`src/rtl/prescaled_update_timer.sv`:
```
module prescaled_update_timer #(
  parameter int PSC_W = 16,
  parameter int ARR_W = 16,
  parameter int RCR_W = 8
) (
  input  logic             clk,
  input  logic             rst_n,
  input  logic             en,
  input  logic [PSC_W-1:0] psc_wdata,
  input  logic             psc_we,
  input  logic [ARR_W-1:0] arr_wdata,
  input  logic             arr_we,
  input  logic [RCR_W-1:0] rcr_wdata,
  input  logic             rcr_we,
  input  logic             clr_flag,
  output logic             update,
  output logic             flag,
  output logic [ARR_W-1:0] count
);

  logic [PSC_W-1:0] psc_pre, psc_act, pre_q;
  logic [ARR_W-1:0] arr_pre, arr_act, cnt_q;
  logic [RCR_W-1:0] rcr_pre, rep_q;
  logic             upd_q, flag_q;

  wire tick = en && (pre_q == psc_act);
  wire wrap = tick && (cnt_q == arr_act);
  wire fire = wrap && (rep_q == '0);

  always_ff @(posedge clk) begin
    if (!rst_n) begin
      psc_pre <= '0;
      arr_pre <= '0;
      rcr_pre <= '0;
    end else begin
      if (psc_we) psc_pre <= psc_wdata;
      if (arr_we) arr_pre <= arr_wdata;
      if (rcr_we) rcr_pre <= rcr_wdata;
    end
  end

  always_ff @(posedge clk) begin
    if (!rst_n) begin
      psc_act <= '0;
      arr_act <= '0;
    end else if (fire) begin
      psc_act <= psc_pre;
      arr_act <= arr_pre;
    end
  end

  always_ff @(posedge clk) begin
    if (!rst_n) begin
      pre_q <= '0;
      cnt_q <= '0;
      rep_q <= '0;
    end else if (en) begin
      pre_q <= tick ? '0 : pre_q + 1'b1;
      if (tick) cnt_q <= wrap ? '0 : cnt_q + 1'b1;
      if (wrap) rep_q <= fire ? rcr_pre : rep_q - 1'b1;
    end
  end

  always_ff @(posedge clk) begin
    if (!rst_n) begin
      upd_q  <= 1'b0;
      flag_q <= 1'b0;
    end else begin
      upd_q  <= fire;
      flag_q <= fire | (flag_q & ~clr_flag);
    end
  end

  assign update = upd_q;
  assign flag   = flag_q;
  assign count  = cnt_q;

endmodule


```
`config.mk`:
```
export PLATFORM = sky130hd
export DESIGN_NAME = prescaled_update_timer
export DESIGN_NICKNAME = d
export VERILOG_FILES = /design/src/rtl/prescaled_update_timer.sv
export SDC_FILE = /design/constraint.sdc
export NUM_CORES = 1
export LEC_CHECK = 0
export CAP_MARGIN = 20
export CORE_ASPECT_RATIO = 1.4
export CORE_MARGIN = 4
export CORE_UTILIZATION = 49
export CTS_BUF_LIST = sky130_fd_sc_hd__clkbuf_2 sky130_fd_sc_hd__clkbuf_4 sky130_fd_sc_hd__clkbuf_8
export CTS_CLUSTER_SIZE = 16
export DETAILED_ROUTE_END_ITERATION = 12
export HOLD_SLACK_MARGIN = 0.05
export PLACE_DENSITY = 0.75
export SLEW_MARGIN = 20
export SYNTH_ARGS = -nofsm -noshare
export SYNTH_HDL_FRONTEND = slang
export SYNTH_SLANG_ARGS = --single-unit
```
`constraint.sdc`:
```
create_clock -name clk -period 2.2 [get_ports clk]
set_clock_uncertainty 0.05 [all_clocks]
set_input_delay 0.22 -clock clk [delete_from_list [all_inputs] [get_ports clk]]
set_output_delay 0.22 -clock clk [all_outputs]
set_load 0.02 [all_outputs]
```
# Word-level counts from Yosys, hierarchy flattened
# Index checks and enable logic that the tools add are counted.
totals:
  regBits: 114
  input_bits: 47
  out_inout_bits: 18
  wordCells: 27
op_classes:
  addsub: 3
  n_eq_ne: 2
  muxes: 3
  bitwise: 3
  n_reduce_logical: 6
ops:
  columns: ["op", "count"]
  rows:
  - ["adder 16 x 1 -> 16 bit (second input constant)", 2]
  - ["equality test 16 bit", 2]
  - ["two-way mux 16 bit", 2]
  - ["zero test 8 bit", 1]
  - ["two-way mux 8 bit", 1]
  - ["subtractor 8 x 1 -> 8 bit (second input constant)", 1]
  - ["AND reduction 2 bit", 2]
  - ["logical AND 1 bit", 3]
  - ["AND 1 bit", 1]
  - ["inverter 1 bit", 1]
  - ["bitwise OR 1 bit", 1]

# Longest topological paths before layout
depth:
  depth_word: 5
  ltp_mapped: 8
  mapped_depth_nobuf: 7

# Least setup slack after synthesis
# No wires, ideal clock.
synth_path:
  kind: "register -> register"
  from: "register rep_q[0]"
  to: "register arr_act[10]"
  setup_ns: 0.072
  arrival_ns: 2.116
  required_time_ns: 2.078
  slack_ns: -0.037
  stages_incl_launch_ff: 8
  n_path_buf: 1
  synth_period_minus_slack_ns: 2.237
  path_cell_list: "dfxtp_1 -> inv_1 -> ha_1 -> nor3b_1 -> nand2_2 -> nor4_4 -> buf_6 -> mux2i_1"
synth_via:
  elab_chain_cells: 2
synth_rtl:
  columns: ["element", "line", "source"]
  rows:
  - ["start: declaration", "23", "logic [RCR_W-1:0] rcr_pre, rep_q;"]
  - ["start signal: assignment", "60", "if (wrap) rep_q <= fire ? rcr_pre : rep_q - 1'b1;"]
  - ["zero test 8 bit", "28", "wire fire = wrap && (rep_q == '0);"]
  - ["logical AND 1 bit", "28", null]
  - ["end signal: assignment", "48", "arr_act <= arr_pre;"]
  - ["end: declaration", "22", "logic [ARR_W-1:0] arr_pre, arr_act, cnt_q;"]
# Every way passes these cells.
# A chain may end at the register's enable or synchronous reset.

# Worst setup path in the final report
layout_path:
  from: "register cnt_q[3], in the netlist count[3]"
  to: "register arr_act[5]"
layout_via:
  elab_chain_cells: 3
layout_rtl:
  columns: ["element", "line", "source"]
  rows:
  - ["start: declaration", "22", null]
  - ["start signal: assignment", "59", "if (tick) cnt_q <= wrap ? '0 : cnt_q + 1'b1;"]
  - ["equality test 16 bit", "27", "wire wrap = tick && (cnt_q == arr_act);"]
  - ["logical AND 1 bit", "27", null]
  - ["logical AND 1 bit", "28", null]
# Every way passes these cells.

==> qor.csv <==
metric,value,unit
design.die.area,12500,um2
timing.critical_path.cells,xor2_1 -> nor4_1 -> nand4_1 -> nor4_4 -> buf_12 -> mux2i_1,
worstSetupPathType,reg2reg,
sw_frac_of_total,0.374,
n_antenna_cell,0,
io_buffers,64,
clock_latency,0.43,ns
cpLargestDelayFamily,simple AND/OR/NAND/NOR gates,
dpl.cell_count,785,
detailedRoute.firstIterationViolations,226,
first_global_vias,4252,
timing.critical_path.from,count[3],
starting_density_of_the_core,0.505,
grt_antenna_before_repair,0,
synth-seq-cells,114,
crit_buf_inv,1,
global_route_wire_length_before_repair,20100,um
pin_count,65,
crit_end,arr_act[5],
ys_seq_area_frac,0.434,
die_width,95.5,um
global_route.usage.total,0.204,
worstHoldPathType,in2reg,
h-tree-depth,4,
routedWlPerCell,15.1,um
mappedNetlistArea,5250,um2
crit_arrival,2.41,ns
relSlewSlack,0.635,
min_period,2.10,ns
finalMaxSlewViolations,0,
worst-path-stages,6,
synth_warnings,0,
r2r.worst_path.cells,6,
worstReg2RegStart,count[3],
cts_inserted_buffers,17,
drive_gt1_frac,0.132,
combPwrFrac,0.460,
r2r_end,arr_act[5],
root_buf_cell,sky130_fd_sc_hd__clkbuf_8,
clock_tree.buffer_depth,2,
report.power.total,8.25,mW
core_area,10400,um2
placement.setup.worst_slack,0.0495,ns
crit_path_max_delay_cell_type,sky130_fd_sc_hd__nor4_1,
drtAntennaViolNets,0,
cts_tree,yes,
worst-endpoint-required,2.51,ns
place_hpwl,8740,um
total_switching_power,3.08,mW
route.detailed.vias_per_inst,5.49,
wl,12300,um
synth_edf_count,0,
yosys.cell_types.count,46,
post_synth_inst_count,580,
p_int,5.16,mW
rsz0062_at_grt,true,
finalNetCount,719,
status,finished clean,
worst_setup_path_end_kind,flip-flop,
final_common_cell,sky130_fd_sc_hd__dfxtp_1,
cap_violations,0,
period_share,0.957,
post_cts_hold_buffer_count,0,
ff2ff_setup_slack,0.1,ns
globalRoute.totalOverflow,0,
clock_power_share,0.245,
seq_power_share,0.295,
cp_slowest_stage_delay,0.37,ns
floorplan.rows,44,
worstMarginPinSlew,0.543,ns
largest_vdd_supply_drop,0.747,mV
post-route-drc-count,0,
layout_common_cells,"sky130_fd_sc_hd__dfxtp_1, sky130_fd_sc_hd__nand2_1, sky130_fd_sc_hd__mux2i_1",
grt_max_degree,37,
layout_overhead_on_the_synthesized_area,28.6,%
finalNonFillerCells,818,
final-hold-violation-count,0,
crit_path_start_kind,flip-flop,
syn_avg_cell_area,9.06,um2
syn-num-nets,630,
worst_slack,0.0954,ns
setup-violations-final,0,
total_leakage_power,2.70,nW
dieHeight,131,um
total_power_density_per_cell_area,1220,nW/um2
synth_async_sr_flop_share,0,
path_max_fanout,33,
num_vias,4487,
clk_pin_slew,0.07,ns
drt_first_pass_iters,6,
place_congestion,0.866,
clock-sinks,114,
fmax,475,MHz
synthFlopType,sky130_fd_sc_hd__dfxtp_1,
-- layout make-up --
class                      count  area (um2)
multi-input combinational    418        2820
clock buffer                  20         275
inverter                      11        41.3
clock inverter                10         134
fill                         833        3650
tap                          138         173
sequential                   114        2280
timing repair buffer         107        1030
-- cells in the mapped netlist (all sizes together) (2+ instances only) --
cell type | count | area share
nand3 | 13 | 0.013
or4 | 9 | 0.013
clkbuf | 29 | 0.021
a311o | 2 | 0.0038
dfxtp | 114 | 0.43
nand2 | 82 | 0.061
xnor2 | 10 | 0.017
ha | 3 | 0.0071
nor3b | 2 | 0.0029
a211oi | 2 | 0.0029
o21ai | 10 | 0.0095
inv | 11 | 0.0079
buf | 8 | 0.011
and4 | 6 | 0.010
and3 | 3 | 0.0036
nor3 | 6 | 0.0057
and2 | 3 | 0.0036
o31ai | 9 | 0.015
o21a | 2 | 0.0029
mux2i | 75 | 0.14
xor2 | 36 | 0.060
nor4 | 21 | 0.033
nand2b | 3 | 0.0036
nand4 | 15 | 0.018
o211ai | 4 | 0.0057
o2111ai | 2 | 0.0033
nor2b | 4 | 0.0048
nor2 | 64 | 0.046
a21oi | 18 | 0.017
or3 | 6 | 0.0071
-- state kept, by name, summed over array words and instances (netlist names) --
register and cells:
arr_act 16, arr_pre 16, count 16, pre_q 16, psc_act 16, psc_pre 16
rcr_pre 8, rep_q 8, flag 1, update 1
-- per-layer routing --
metal  GRT usage  up-vias  wire [um]
met5           0        -          0
met4      0.0771        0        267
li1            -     2205          -
met3      0.0527       30        719
met1       0.273     2103       5430
met2       0.315      149       5900
-- power groups by stage --
stage	registers [mW]	clock network (mW)	logic [mW]
after floorplan	2.47	0	2.31
after global placement	2.47	0	3.25
after detailed placement	2.48	0	3.29
after CTS	2.43	2.05	3.31
after global routing	2.46	2.14	4.08
final	2.44	2.02	3.79
-- per-stage QoR --
stage | setup TNS (ns) | hold slack, ns | area, um2 | utilization
after floorplan | 0 | 0.317 | 5260 | -
after global placement | 0 | 0.397 | 6240 | 0.599
after detailed placement | 0 | 0.403 | 6240 | 0.599
after CTS | 0 | 0.0999 | 6650 | 0.639
after global routing | -0.0706 | 0.126 | 6760 | 0.649
final | 0 | 0.122 | 6760 | 0.649
-- cell families after synthesis --
| group | synth area share |
|---|---|
| adders and majority gates | 0.00715 |
| muxes | 0.143 |
| and+or+nand+nor | 0.226 |
| xor gates and xnor gates | 0.0767 |
| DFF | 0.434 |
| buffers and inverters | 0.0398 |
| AOI/OAI and AO/OA | 0.0727 |
-- worst min path at each step --
| stage | from | end | slack (ns) | cells after the start |
|---|---|---|---|---|
| global placement | psc_pre[14] | psc_act[14] | 0.40 | 2 |
| global route | rst_n | rep_q[0] | 0.13 | 2 |
| detailed placement | arr_pre[1] | arr_act[1] | 0.40 | 2 |
| CTS | rst_n | rep_q[0] | 0.1 | 2 |
| floorplan | rcr_wdata[5] | rcr_pre[5] | 0.32 | 2 |
| finish | rst_n | rep_q[0] | 0.12 | 2 |
-- repair_timing --
item                                    4_1_cts  5_1_grt
resized for setup                             0       10
setup buffers                                 0        1
endpoints found under the setup margin        0       14
Note: power is estimated with default switching activity, not from simulation.
